--- src/rtl/lt_pkg.sv ---
package lt_pkg;

    typedef enum logic [2:0] {
        ST_IDLE = 3'd0,
        ST_PH1  = 3'd1,
        ST_PH2  = 3'd2,
        ST_DONE = 3'd3,
        ST_TMO  = 3'd4
    } lt_state_e;

    localparam logic [1:0] OS_NONE = 2'd0;
    localparam logic [1:0] OS_PH1  = 2'd1;
    localparam logic [1:0] OS_PH2  = 2'd2;

endpackage

--- src/rtl/lt_tx_tally.sv ---
module lt_tx_tally #(
    parameter int unsigned TX_NEED = 4
) (
    input  logic clk,
    input  logic rst_n,
    input  logic clr_i,
    input  logic cnt_en_i,
    input  logic sent_i,
    output logic full_o
);
    localparam int unsigned W = $clog2(TX_NEED + 1);

    logic [W-1:0] cnt_q;

    assign full_o = (cnt_q == W'(TX_NEED));

    always_ff @(posedge clk or negedge rst_n) begin
        if (!rst_n) begin
            cnt_q <= '0;
        end else if (clr_i) begin
            cnt_q <= '0;
        end else if (cnt_en_i && sent_i && !full_o) begin
            cnt_q <= cnt_q + 1'b1;
        end
    end
endmodule

--- src/rtl/lt_rx_run.sv ---
module lt_rx_run #(
    parameter int unsigned RX_NEED = 2
) (
    input  logic clk,
    input  logic rst_n,
    input  logic clr_i,
    input  logic cnt_en_i,
    input  logic match_i,
    input  logic miss_i,
    output logic ok_o
);
    localparam int unsigned W = $clog2(RX_NEED + 1);

    logic [W-1:0] run_q;
    logic         ok_q;
    logic         run_top;
    logic         run_hits;

    assign run_top  = (run_q == W'(RX_NEED));
    assign run_hits = (32'(run_q) + 32'd1 >= RX_NEED);
    assign ok_o     = ok_q;

    always_ff @(posedge clk or negedge rst_n) begin
        if (!rst_n) begin
            run_q <= '0;
            ok_q  <= 1'b0;
        end else if (clr_i) begin
            run_q <= '0;
            ok_q  <= 1'b0;
        end else if (cnt_en_i) begin
            if (match_i) begin
                if (!run_top) begin
                    run_q <= run_q + 1'b1;
                end
                if (run_hits) begin
                    ok_q <= 1'b1;
                end
            end else if (miss_i) begin
                run_q <= '0;
            end
        end
    end
endmodule

--- src/rtl/lt_wait_timer.sv ---
module lt_wait_timer #(
    parameter int unsigned TMO_CYC = 1024
) (
    input  logic clk,
    input  logic rst_n,
    input  logic clr_i,
    input  logic wait_i,
    output logic expire_o
);
    localparam int unsigned W = (TMO_CYC < 2) ? 1 : $clog2(TMO_CYC);

    logic [W-1:0] cnt_q;

    assign expire_o = wait_i && (cnt_q == W'(TMO_CYC - 1));

    always_ff @(posedge clk or negedge rst_n) begin
        if (!rst_n) begin
            cnt_q <= '0;
        end else if (clr_i) begin
            cnt_q <= '0;
        end else if (wait_i) begin
            cnt_q <= cnt_q + 1'b1;
        end
    end
endmodule

--- src/rtl/link_train_seq.sv ---
module link_train_seq
    import lt_pkg::*;
#(
    parameter int unsigned TX_NEED = 4,
    parameter int unsigned RX_NEED = 2,
    parameter int unsigned TMO_CYC = 1024
) (
    input  logic       clk,
    input  logic       rst_n,
    input  logic       train_en_i,
    input  logic       os_sent_i,
    input  logic       os_rcvd_i,
    input  logic [1:0] os_rcvd_type_i,
    output logic [2:0] stage_o,
    output logic [1:0] tx_os_sel_o,
    output logic       trained_o,
    output logic       timeout_o
);
    lt_state_e  state_q;
    lt_state_e  state_nx;
    logic [1:0] sel;
    logic       in_phase;
    logic       seg_clr;
    logic       tx_full;
    logic       rx_ok;
    logic       rx_match;
    logic       rx_miss;
    logic       waiting;
    logic       tmo_hit;

    // state register
    always_ff @(posedge clk or negedge rst_n) begin
        if (!rst_n) begin
            state_q <= ST_IDLE;
        end else begin
            state_q <= state_nx;
        end
    end

    // next-state selection
    always_comb begin
        state_nx = state_q;
        unique case (state_q)
            ST_IDLE: state_nx = ST_PH1;
            ST_PH1: begin
                if (tx_full && rx_ok) begin
                    state_nx = ST_PH2;
                end else if (tmo_hit) begin
                    state_nx = ST_TMO;
                end
            end
            ST_PH2: begin
                if (tx_full && rx_ok) begin
                    state_nx = ST_DONE;
                end else if (tmo_hit) begin
                    state_nx = ST_TMO;
                end
            end
            ST_DONE: state_nx = ST_DONE;
            ST_TMO:  state_nx = ST_PH1;
            default: state_nx = ST_IDLE;
        endcase
        if (!train_en_i) begin
            state_nx = ST_IDLE;
        end
    end

    // outputs decoded from the state
    always_comb begin
        sel       = OS_NONE;
        trained_o = 1'b0;
        timeout_o = 1'b0;
        in_phase  = 1'b0;
        unique case (state_q)
            ST_PH1: begin
                sel      = OS_PH1;
                in_phase = 1'b1;
            end
            ST_PH2: begin
                sel      = OS_PH2;
                in_phase = 1'b1;
            end
            ST_DONE: trained_o = 1'b1;
            ST_TMO:  timeout_o = 1'b1;
            default: sel = OS_NONE;
        endcase
    end

    assign stage_o     = state_q;
    assign tx_os_sel_o = sel;
    assign seg_clr     = (state_nx != state_q);
    assign rx_match    = os_rcvd_i && (os_rcvd_type_i == sel);
    assign rx_miss     = os_rcvd_i && (os_rcvd_type_i != sel);
    assign waiting     = in_phase && tx_full && !rx_ok;

    lt_tx_tally #(.TX_NEED(TX_NEED)) u_tx_tally (
        .clk      (clk),
        .rst_n    (rst_n),
        .clr_i    (seg_clr),
        .cnt_en_i (in_phase),
        .sent_i   (os_sent_i),
        .full_o   (tx_full)
    );

    lt_rx_run #(.RX_NEED(RX_NEED)) u_rx_run (
        .clk      (clk),
        .rst_n    (rst_n),
        .clr_i    (seg_clr),
        .cnt_en_i (in_phase),
        .match_i  (rx_match),
        .miss_i   (rx_miss),
        .ok_o     (rx_ok)
    );

    lt_wait_timer #(.TMO_CYC(TMO_CYC)) u_wait_timer (
        .clk      (clk),
        .rst_n    (rst_n),
        .clr_i    (seg_clr),
        .wait_i   (waiting),
        .expire_o (tmo_hit)
    );
endmodule

--- config.mk ---
export PLATFORM = sky130hd
export DESIGN_NAME = link_train_seq
export DESIGN_NICKNAME = d
export VERILOG_FILES = /design/src/rtl/lt_pkg.sv /design/src/rtl/lt_tx_tally.sv /design/src/rtl/lt_rx_run.sv /design/src/rtl/lt_wait_timer.sv /design/src/rtl/link_train_seq.sv
export SDC_FILE = /design/constraint.sdc
export NUM_CORES = 1
export LEC_CHECK = 0
export BUFFER_PORTS_ARGS = -buffer_cell sky130_fd_sc_hd__buf_2
export CAP_MARGIN = 10
export CORE_MARGIN = 2
export CORE_UTILIZATION = 30
export DETAILED_ROUTE_END_ITERATION = 10
export GPL_TIMING_DRIVEN = 0
export PLACE_DENSITY = 0.5
export SYNTH_ARGS = -nofsm -noshare
export SYNTH_HDL_FRONTEND = slang
export SYNTH_HIERARCHICAL = 1
export SYNTH_SLANG_ARGS = --single-unit
--- constraint.sdc ---
create_clock -name clk -period 9.3 [get_ports clk]
set_clock_uncertainty 0.05 [all_clocks]
set_input_delay 2.79 -clock clk [delete_from_list [all_inputs] [get_ports clk]]
set_output_delay 2.79 -clock clk [all_outputs]
set_load 0.02 [all_outputs]
# [Word level (Yosys, flattened, before mapping)]
# Index checks and enable logic that the tools add are counted.
[classes] addsub=4 n_lt_le_gt_ge=1 n_eq_ne=11 mux=22 reduce_logical=21
[op_table] op="$ge A32 B2 Y1 const B" count=1
[op_table] op="$mux W10" count=2
[op_table] op="$mux W3" count=6
[op_table] op="$pmux W3 S4" count=1
[op_table] op="$add A10 B1 Y10 const B" count=1
[op_table] op="$eq A10 B10 Y1 const B" count=1
[op_table] op="$mux W2" count=5
[op_table] op="$reduce_bool A2 Y1" count=5
[op_table] op="$logic_and A1 B1 Y1" count=8
[op_table] op="$mux W1" count=7
[op_table] op="$eq A3 B2 Y1 const B" count=2
[op_table] op="$eq A3 B3 Y1 const B" count=2
[op_table] op="$reduce_and A3 Y1" count=2
[op_table] op="$pmux W2 S2" count=1
[op_table] op="$reduce_or A2 Y1" count=2
[op_table] op="$add A2 B1 Y3 const B" count=1
[op_table] op="$add A3 B1 Y3 const B" count=1
[op_table] op="$eq A3 B1 Y1 const B" count=1
[op_table] op="$logic_not A3 Y1" count=1
[op_table] op="$ne A3 B3 Y1" count=1
[op_table] op="$ne A3 B3 Y1 const B" count=1
[op_table] op="$reduce_bool A3 Y1" count=1
[op_table] op="$add A2 B1 Y2 const B" count=1
[op_table] op="$eq A2 B2 Y1" count=1
[op_table] op="other kinds (3)" count=4
[word_totals] reg_bits=19 out_inout_bits=7 word_cells=64

# [Longest topological paths before layout]
# Gate-level depths: netlist (run 1).
[depth] depth_word=13 depth_mapped=13 mapped_depth_nobuf=12

# [Cells and area by module]
# Netlist (run 1), hierarchy kept.
[modules_own_cells] module="lt_wait_timer" n_inst=1 cells_each=50 area_each_um2=509.2
[modules_own_cells] module="link_train_seq" n_inst=1 cells_each=37 area_each_um2=309.0
[modules_own_cells] module="lt_tx_tally" n_inst=1 cells_each=19 area_each_um2=200.2
[modules_own_cells] module="lt_rx_run" n_inst=1 cells_each=19 area_each_um2=177.7

# [Least setup slack after synthesis (run 1)]
# OpenSTA, ideal clock, no wires.
[synth_timing] path_type="input-to-reg" from="input port train_en_i" to="register u_wait_timer.cnt_q[5]" setup_time_ps=78 t_arrival_ps=3902 setup_slack_ps=5269 path_stages=5 path_cell_list="nor2_1 a311o_1 o211ai_1 or3_2 a21oi_1"
[synth_via] elab_chain_len=3 elab_cells_between_ends=4 cone_classes="eq/ne: 1; mux: 2; reduce/logical: 1"
[synth_lines] item="start: declaration" line="link_train_seq.sv:10" rtl="input logic train_en_i,"
[synth_lines] item="$mux W3 (*)" line="link_train_seq.sv:63" rtl="if (!train_en_i) begin"
[synth_lines] item="$ne A3 B3 Y1 (*)" line="link_train_seq.sv:91" rtl="assign seg_clr = (state_nx != state_q);"
[synth_lines] item="net seg_clr" line="link_train_seq.sv:23" rtl="logic seg_clr;"
[synth_lines] item="$mux W10 / $reduce_bool A2 Y1 (equally long branches)"
[synth_lines] item="end signal: assignment" line="lt_wait_timer.sv:22" rtl="cnt_q <= cnt_q + 1'b1;"
[synth_lines] item="end: declaration" line="lt_wait_timer.sv:12" rtl="logic [W-1:0] cnt_q;"
# Mark *: on every way through the listed nets, which the timed path passes. The rest lies on a longest branch.
# A chain may end at the register's enable or synchronous reset.

# [Worst setup path in the final report (run 1)]
# Ends and elaborated chain as after synthesis.

==> metrics, run 1 <==
final HPWL from detailed placement 1.76 mm; final standard cell count with taps included and fillers excluded 190; data arrival time of the critical path 4.31 ns; final worst-path setup slack 5.12 ns; Hold Crit Depth 1; peak supply drop 49.4 µV; io pins 14; top_reg_cell synth dfrtp_1; startpoint of the most critical setup path train_en_i; Worst Hold Class reg -> reg; global-route wire length before repair roughly 4.2 mm; post-synthesis net count 137; largest net degree at the start of global routing 20; Vias/cell a little over 5; Seq cells post-synth 19; Synth Area in XOR/XNOR 2.93%; post-synthesis to final-layout area growth 14.2%; post-CTS setup buffers 0; overflow left after global routing 0; post-synthesis share of cell area spent on and, or, nand and nor gates ~28%; Required @ worst endpoint 9.43 ns; Clock Latency Late Sink 0.25 ns; Yosys top cell by area dfrtp_1; final hold violation count 0; total power consumption of the routed design 0.160 mW; die span in y around 67 µm; placeable core region 3740 µm²; number of filler instances in the final layout ~420; share of synthesized registers carrying an async set or reset 100%; Static Leak 0.586 nW; Rel. slew slack 69.5%; deepest level of the CTS H-tree 1; global routing usage summed across all routing layers a little under an eighth; antenna violation net count after detailed routing 0; clk buf depth 2; number of antenna violations at the first check in global routing 0; leading cell type by number of instances after synthesis dfrtp_1; vias 963; min Tclk post-route 4.18 ns; portion of synthesized cell area occupied by the leading cell type between 30 and 40%; fin crit share 45.0%; vias in the first global route 938; combinational family with the most area after synthesis simple AND/OR/NAND/NOR gates; drt pass-1 iters 4; leading cell types by total area after synthesis dfrtp_1, ha_1, nor2_1; clock tree from TritonCTS built; worst-case hold slack ~0.46 ns; number of nets in the final layout 155; area enclosed by the die boundary 4510 µm²; startpoint of the worst-slack reg-to-reg timing path stage_o[1]; Max-cap violations 0; clock transition time at the flip-flop clock pins of the worst setup and hold paths 0.07 ns; unrepaired setup endpoints after global routing false; Antenna diodes 0; Critical Path Source Type input port; Post-Syn Area 1200 µm²; initial detailed-routing violation count 53; compound-cell area share of the yosys netlist 15.6%; mean instance size in the synthesized netlist 9.57 µm²; number of warnings reported in the yosys synthesis log 6; post_cts resized 0; proportion of synthesized chip area in sequential cells between 30% and 40%; CTS root buffer clkbuf_8; number of pins exceeding their max-slew limit in the final report 0; Final setup viols 0; status finished clean; slew of the pin with the lowest slew margin 0.453 ns; Mapped Cells 125; share of layout cells above drive strength 1 between 20% and 30%; clock tree sinks 19; initial core utilization 32.0%; Routed Wire Length between 2 and 2.5 mm; share of synthesized cell area in full adder, half adder and majority cells 5.23%; commonest cells in the synthesized netlist dfrtp_1, nor2_1, inv_1, a21oi_1; count of cells along the worst register-to-register path 12; last weighted congestion value of the routability-driven placer around 0.72; top fanout value on the critical path 11; total CTS buffers 3; mux contribution to synthesized area under 10%; critical path type in -> reg; total instance count after detailed placement 186; Hold Path Origin u_tx_tally/cnt_q[2]; number of buffers inserted for hold repair after clock tree synthesis 0; Power per Cell Area 117 nW/µm²; IO buf count 13; maximum clock rate 239 MHz; DRC Markers 0; total number of placement rows 22; number of synthesized flops with an enable pin 0; worst slack after detailed placement 4.85 ns; final routed wire length divided by cell count approximately 12 µm; Synth cell types 43; die outline width 67.1 µm; Setup crit end kind register; Setup Total Neg Slack 0 ns
## power breakdown
part / leakage (nW) / switching, mW / total [mW] / internal (mW)
combinational: 0.301 / 0.0106 / 0.0175 / 0.00688
clock: 0.0228 / 0.0272 / 0.0576 / 0.0304
sequential: 0.262 / 0.00124 / 0.0852 / 0.0840
total: 0.586 / 0.0390 / 0.160 / 0.121
## path summary, 6_finish.rpt
check / end / slack (ns)
min reg2reg: u_tx_tally/cnt_q[2] / 0.46
min: u_tx_tally/cnt_q[2] / 0.46
max: u_wait_timer/cnt_q[5] / 5.12
max in group asynchronous: u_wait_timer/cnt_q[9] / 6.47
max reg2reg: u_wait_timer/cnt_q[5] / 5.50
min in group asynchronous: u_wait_timer/cnt_q[4] / 2.42
## critical path, cell delays in order
cell and delay, ns:
buf_2 0.12, nor2_1 0.10, a311o_1 0.42, o211ai_1 0.28, or3_2 0.46, a21oi_1 0.14
## through the flow
stage | area, µm² | util (%)
2_1_floorplan | 1200 | -
5_1_grt | 1370 | 36.5
4_1_cts | 1370 | 36.5
3_3_place_gp | 1320 | 35.3
6_report | 1370 | 36.5
3_5_place_dp | 1320 | 35.3
## sequential cells by signal, indices dropped and copies added, names as in the netlist
signal / cells
u_wait_timer/cnt_q: 10
stage_o: 3
u_tx_tally/cnt_q: 3
u_rx_run/run_q: 2
u_rx_run/ok_o: 1
## metal layers
metal / wire length, µm / share of wire (%) / GRT usage [%]
met1: 1190 / 51 / 15.6
met2: 1100 / 47 / 19.9
met3: 50 / 2.1 / 3.00
met4: 7 / 0.30 / 2.30
met5: 0 / 0 / 0
## cell type report
cell class	instances	area (µm²)	area share (%)
Inverter	8	30.0	2.20
Timing Repair Buffer	13	65.1	4.76
Multi-Input combinational cell	93	654	47.9
Clock buffer	4	45.0	3.30
Buffer	5	36.3	2.66
Tap cell	48	60.1	4.40
Sequential cell	19	475	34.8
## cells in the final DEF, fill, tap and decap left out, types with 3 or more instances in the layout
| master | n |
|---|---|
| nor2_1 | 12 |
| dfrtp_1 | 19 |
| or4_1 | 4 |
| nand2_1 | 6 |
| o21ai_1 | 3 |
| ha_1 | 5 |
| o21ai_0 | 3 |
| buf_2 | 15 |
| and3b_1 | 3 |
| o31ai_1 | 4 |
| a31oi_1 | 6 |
| clkbuf_8 | 3 |
| a21oi_1 | 7 |
| xor2_1 | 3 |
| nand2b_1 | 5 |
| inv_1 | 8 |
## cells by family after synthesis
group,after synthesis
compound gates,29
xor+xnor,4
fa+ha+maj,5
buf+inv,13
flops,19
mux,3
simple gates,52
No activity file was read; power rests on OpenSTA's default activity.
==> run 2, diff against run 1 <==
--- a/config.mk
+++ b/config.mk
@@ -5,13 +5,14 @@
 export SDC_FILE = /design/constraint.sdc
 export NUM_CORES = 1
 export LEC_CHECK = 0
+export ABC_AREA = 1
 export BUFFER_PORTS_ARGS = -buffer_cell sky130_fd_sc_hd__buf_2
 export CAP_MARGIN = 10
 export CORE_MARGIN = 2
 export CORE_UTILIZATION = 30
 export DETAILED_ROUTE_END_ITERATION = 10
 export GPL_TIMING_DRIVEN = 0
-export PLACE_DENSITY = 0.5
+export PLACE_DENSITY = 0.51
 export SYNTH_ARGS = -nofsm -noshare
 export SYNTH_HDL_FRONTEND = slang
 export SYNTH_HIERARCHICAL = 1
==> constraint.sdc (replaced) <==
create_clock -name clk -period 3.76 [get_ports clk]
set_clock_uncertainty 0.05 [all_clocks]
set_input_delay 1.128 -clock clk [delete_from_list [all_inputs] [get_ports clk]]
set_output_delay 1.128 -clock clk [all_outputs]
set_load 0.02 [all_outputs]
==> run 2 against run 1 <==
Sequential power increased by 150%; routed wire length is 4.1% higher; global-route usage up 0.58 points; largest cell class unchanged; highest routed layer unchanged.
==> metrics, run 2 <==
IO buf count 13; biggest cell delay along the critical path between 0.4 and 0.5 ns; capture point of the worst reg-to-reg path u_wait_timer/cnt_q[4]; antenna violation net count after detailed routing 0; global-route wire length before repair 4.45 mm; Mapped Cells 182; commonest cells in the synthesized netlist nand2_1, inv_1, nor2_1, dfrtp_1, nand3_1; Post-Syn Area about 1300 µm²; leading cell types in the layout, fill and taps excluded nand2_1, inv_1, nor2_1; final hold violation count 0; Setup crit end kind register; Final setup viols 0; overflow left after global routing 0; Antenna diodes 0; number of synthesized flops with an enable pin 0; post_cts resized 0; critical path type reg -> reg; clock transition time at the flip-flop clock pins of the worst setup and hold paths 0.07 ns; clock tree sinks 19; status finished clean; number of nets in the final layout 212; initial core utilization between 30% and 40%; multi-input gate area in the final layout 648 µm²; met1 demand-to-capacity share in global routing 16.8%; number of buffers inserted for hold repair after clock tree synthesis 0; Static Leak 0.786 nW; number of antenna violations at the first check in global routing 0; peak-usage layer in the global routing report met2; initial detailed-routing violation count 59; Storage cell area 475 µm²; min Tclk post-route 3.26 ns; drt pass-1 iters 4; Worst Hold Class reg -> reg; vias 1126; Crit path buffers/inverters 3; Seq cells post-synth 19; top fanout value on the critical path 9; total CTS buffers 3; met2 layer usage reported by global route 19.2%; peak supply drop 116 µV; maximum clock rate 306 MHz; Required @ worst endpoint 3.85 ns; leading cell type by number of instances after synthesis nand2_1; global routing usage summed across all routing layers about 12%; io pins 14; placeable core region 4030 µm²; share of layout cells above drive strength 1 a little under a fifth; leading cell types by total area after synthesis dfrtp_1, nand2_1, inv_1; total number of placement rows 23; Critical Path Source Type register; number of filler instances in the final layout between 400 and 500; Rel. slew slack 70.5%; R2R setup slack 0.50 ns; DRC Markers 0; total instance count after detailed placement 245; proportion of synthesized chip area in sequential cells between 30% and 40%; number of flip-flops under the largest register name 10; data arrival time of the critical path 3.35 ns; unrepaired setup endpoints after global routing false; top_reg_cell synth dfrtp_1; number of warnings reported in the yosys synthesis log 6; final routed wire length divided by cell count around 9.8 µm; deepest level of the CTS H-tree 1; post-CTS setup buffers 0; area enclosed by the die boundary roughly 4700 µm²; commonest non-fill, non-tap cell in the layout nand2_1; Routed Wire Length 2.44 mm; list of cells traversed by the critical path inv_2, nand3_2, nand2_4, nand2_1, nor2_1, nand4_1, nor3_1, o21ai_0, nor2_1, nand2_2, inv_2, nor2_2, nand2_1, nor2_1, nand2_1, clkinv_1, o21ai_0, a21oi_1; Hold Path Origin u_rx_run/run_q[0]; count of cells along the worst register-to-register path 18; met3 Usage GRT 2.44%; final HPWL from detailed placement 1.82 mm; mean instance size in the synthesized netlist 6.94 µm²; share of synthesized registers carrying an async set or reset 100%; final standard cell count with taps included and fillers excluded 249; die span in y 68.9 µm; post-synthesis to final-layout area growth 13.7%; Setup Total Neg Slack 0 ns; last weighted congestion value of the routability-driven placer 0.756; Hold Crit Depth 2; largest net degree at the start of global routing 20; worst hold endpoint u_rx_run/run_q[0]; clk buf depth 2; Clock Latency Late Sink 0.25 ns; Critical Path Slowest Stage Cell dfrtp_1; portion of synthesized cell area occupied by the leading cell type a little under two fifths; slew of the pin with the lowest slew margin 0.442 ns; Yosys top cell by area dfrtp_1; post-synthesis net count 194; CTS root buffer clkbuf_8; Top reg by flops u_wait_timer/cnt_q; Max-cap violations 0; clock tree from TritonCTS built; Synth cell types 21; Vias/cell 4.52; vias in the first global route 1074; die outline width 68.9 µm; startpoint of the worst-slack reg-to-reg timing path stage_o[1]; number of pins exceeding their max-slew limit in the final report 0; fin crit share 86.8%; Power per Cell Area between 200 and 300 nW/µm²; category of cells accounting for the largest share of critical-path delay simple AND/OR/NAND/NOR gates
run 2: changes by cell type after synthesis, moves of 3 or more:
cell / delta
a31oi_1: -6
nand2_1: +37
nand4_1: +4
inv_1: +22
nor2_2: +4
o31ai_1: -4
nor2_1: +10
nand2b_1: -5
nand2_2: +5
and3b_1: -3
or4_1: -4
inv_2: +6
nand3_1: +16
run 2: area by class of cell:
cell class | instances | share of cell area (%)
Timing Repair Buffer | 13 | 4.53
Multi-Input combinational cell | 126 | 45.2
Tap cell | 50 | 4.36
Sequential cell | 19 | 33.1
Inverter | 37 | 9.68
Clock buffer | 4 | 3.14
run 2: tightest hold or removal path: cells and delay by family (launching register included):
family,cells,cell delay [ns]
flops,1,0.37
simple gates,2,0.11
run 2: cell families (layout without fill, tap and decap cells):
logic type | count (synthesis) | count (layout) | share of synthesized area, %
AND/OR/NAND/NOR | 106 | 106 | 39.3
flip-flops | 19 | 19 | 37.7
AO/OA/AOI/OAI | 12 | 12 | 4.95
XOR/XNOR | 3 | 3 | 2.08
adder cells (fa/ha/maj) | 5 | 5 | 4.96
buffers and inverters | 37 | 54 | 11.0
run 2: worst max path at each step:
stage	endpoint	start	cells after the start	slack, ns
2_1_floorplan	u_wait_timer/cnt_q[5]	stage_o[1]	20	0.95
3_3_place_gp	u_wait_timer/cnt_q[4]	stage_o[1]	18	0.50
3_5_place_dp	u_wait_timer/cnt_q[4]	stage_o[1]	18	0.48
4_1_cts	u_wait_timer/cnt_q[4]	stage_o[1]	18	0.45
5_1_grt	u_wait_timer/cnt_q[4]	stage_o[2]	18	0.12
6_report	u_wait_timer/cnt_q[4]	stage_o[1]	18	0.50
run 2: metrics by stage:
stage	setup WS (ns)	util [%]	hold slack (ns)	cell area, µm²	power [mW]
floorplan	0.945	-	0.414	1260	0.261
global placement	0.503	34.5	0.443	1390	0.281
detailed placement	0.480	34.5	0.444	1390	0.281
CTS	0.449	35.6	0.462	1440	0.428
global route	0.117	35.6	0.496	1440	0.451
finish	0.496	35.6	0.455	1440	0.418
run 2: power breakdown:
part / total (mW) / switching (mW) / internal, mW
registers: 0.212 / 0.00407 / 0.208
clock network: 0.143 / 0.0681 / 0.0753
logic: 0.0633 / 0.0435 / 0.0198
run 2: routing by layer:
layer	up-vias	wire length (µm)
li1	599	-
met1	505	1260
met2	18	1040
met3	4	95
met4	0	42
met5	-	0
==> run 3, diff against run 2 <==
==> constraint.sdc (replaced) <==
create_clock -name clk -period 2.9 [get_ports clk]
set_clock_uncertainty 0.05 [all_clocks]
set_input_delay 0.87 -clock clk [delete_from_list [all_inputs] [get_ports clk]]
set_output_delay 0.87 -clock clk [all_outputs]
set_load 0.02 [all_outputs]
==> run 3 against run 2 <==
Utilization grew 3.2 points; global-route usage is the same; clock power grew 29%; highest routed layer unchanged; sequential power grew 30%; via count grew 5.0%; critical endpoint is now u_wait_timer/cnt_q[3]; hold slack lost 0.00087 ns.
==> metrics, run 3 (same netlist as run 2, synthesis figures left out) <==
Worst Hold Class reg -> reg; Static Leak 0.854 nW; Antenna diodes 0; Required @ worst endpoint about 3 ns; top fanout value on the critical path 6; Top reg by flops u_wait_timer/cnt_q; overflow left after global routing 0; drt pass-1 iters 4; vias 1182; Detail Route met3 WL 87 µm; data arrival time of the critical path approximately 2.7 ns; initial core utilization 31.3%; post-synthesis to final-layout area growth 24.0%; Clock Latency Late Sink 0.25 ns; top routing layer in use met4; antenna violation net count after detailed routing 0; total CTS buffers 3; Met2 Routed Length 1.14 mm; share of layout cells above drive strength 1 roughly 29%; final routed wire length divided by cell count between 9 and 10 µm; fin crit share about nine tenths; Setup Total Neg Slack 0 ns; largest net degree at the start of global routing 20; Setup crit end kind register; min Tclk post-route 2.64 ns; number of nets in the final layout 223; final hold violation count 0; leading cell types in the layout, fill and taps excluded nand2_1, inv_1, nor2_1; slew of the pin with the lowest slew margin 0.440 ns; number of flip-flops under the largest register name 10; deepest level of the CTS H-tree 1; die span in y 68.9 µm; global routing usage summed across all routing layers 12.5%; CTS root buffer clkbuf_8; io pins 14; area enclosed by the die boundary 4740 µm²; IO buf count 13; Critical Path Source Type register; number of filler instances in the final layout 434; Rel. slew slack between 70% and 80%; commonest non-fill, non-tap cell in the layout nand2_1; Max-cap violations 0; initial detailed-routing violation count 63; clk buf depth 2; Power per Cell Area 361 nW/µm²; number of pins exceeding their max-slew limit in the final report 0; final HPWL from detailed placement 1.82 mm; last weighted congestion value of the routability-driven placer 0.756; Final setup viols 0; length of routed wiring on met1 1.28 mm; Vias/cell 4.55; placeable core region ~4000 µm²; peak supply drop 131 µV; number of antenna violations at the first check in global routing 0; Routed Wire Length 2.54 mm; vias in the first global route 1074; global-route wire length before repair 4.45 mm; clock tree from TritonCTS built; status finished clean; die outline width between 60 and 70 µm; critical path type reg -> reg; maximum clock rate roughly 380 MHz; clock transition time at the flip-flop clock pins of the worst setup and hold paths 0.07 ns; clock tree sinks 19; DRC Markers 0; total number of placement rows 23; total power consumption of the routed design approximately 0.56 mW
run 3: changes by cell type in the layout (fill, tap and decap cells not counted), moves of 3 or more:
cell,before,now
dfrtp_1,19,16
o21ai_0,3,0
buf_4,0,11
dfrtp_2,0,3
run 3: area by class of cell:
cell class	instances	area (µm²)	area share, %
Multi-Input combinational cell	126	691	44.1
Clock buffer	4	45.0	2.88
Sequential cell	19	479	30.6
Timing Repair Buffer	24	148	9.43
Tap cell	50	62.6	4.00
Inverter	37	140	8.95
run 3: path summary, 6_finish.rpt:
check	start	endpoint	slack (ns)	cells past startpoint
max in group asynchronous	rst_n	stage_o[1]	1.97	1
max reg2reg	u_tx_tally/cnt_q[0]	u_wait_timer/cnt_q[3]	0.26	22
max	u_tx_tally/cnt_q[0]	u_wait_timer/cnt_q[3]	0.26	22
min reg2reg	u_rx_run/run_q[0]	u_rx_run/run_q[0]	0.45	2
min	u_rx_run/run_q[0]	u_rx_run/run_q[0]	0.45	2
min in group asynchronous	rst_n	u_tx_tally/cnt_q[0]	0.50	1
run 3: critical path, stage by stage (launching register included):
cell and delay (ns):
dfrtp_1 0.39, inv_1 0.08, ha_2 0.18, nand2_2 0.08, inv_1 0.08, nand2_1 0.08
nor2_4 0.13, nand4_1 0.13, nor3_4 0.25, o21ai_1 0.08, nor2_1 0.13, nand2_2 0.06
inv_2 0.06, nor2_2 0.03, nand2_1 0.07, nor2_2 0.04, nand2_2 0.13, nor2_4 0.06
nor2_4 0.14, buf_4 0.14, nand2_1 0.04, nand2_1 0.05, nor2_1 0.04
run 3: per-stage QoR:
step	util [%]	instances	worst slack, ns	cell area, µm²	hold slack, ns
after global placement	34.5	245	-0.357	1390	0.443
after floorplan	-	182	0.0851	1260	0.414
final	38.9	260	0.259	1570	0.454
after CTS	36.0	249	0.0182	1450	0.462
after global routing	38.9	260	-0.0190	1570	0.493
after detailed placement	34.5	245	-0.380	1390	0.444
run 3: repair_timing:
action | CTS | global route
buffers inserted | 0 | 11
setup endpoints to repair | 13 | 10
hold buffers | 0 | 0
gates resized for setup | 5 | 14
pin swaps | 0 | 10
run 3: report_power, final:
group / switching (mW) / internal (mW)
Clock: 0.0867 / 0.0976
Sequential: 0.00525 / 0.270
Combinational: 0.0629 / 0.0426
Total: 0.155 / 0.410
run 3: per-layer routing:
metal | track usage, % | vias up
met4 | 5.88 | 0
met3 | 2.44 | 4
met2 | 19.2 | 20
met1 | 16.8 | 534
met5 | 0 | -
li1 | - | 624
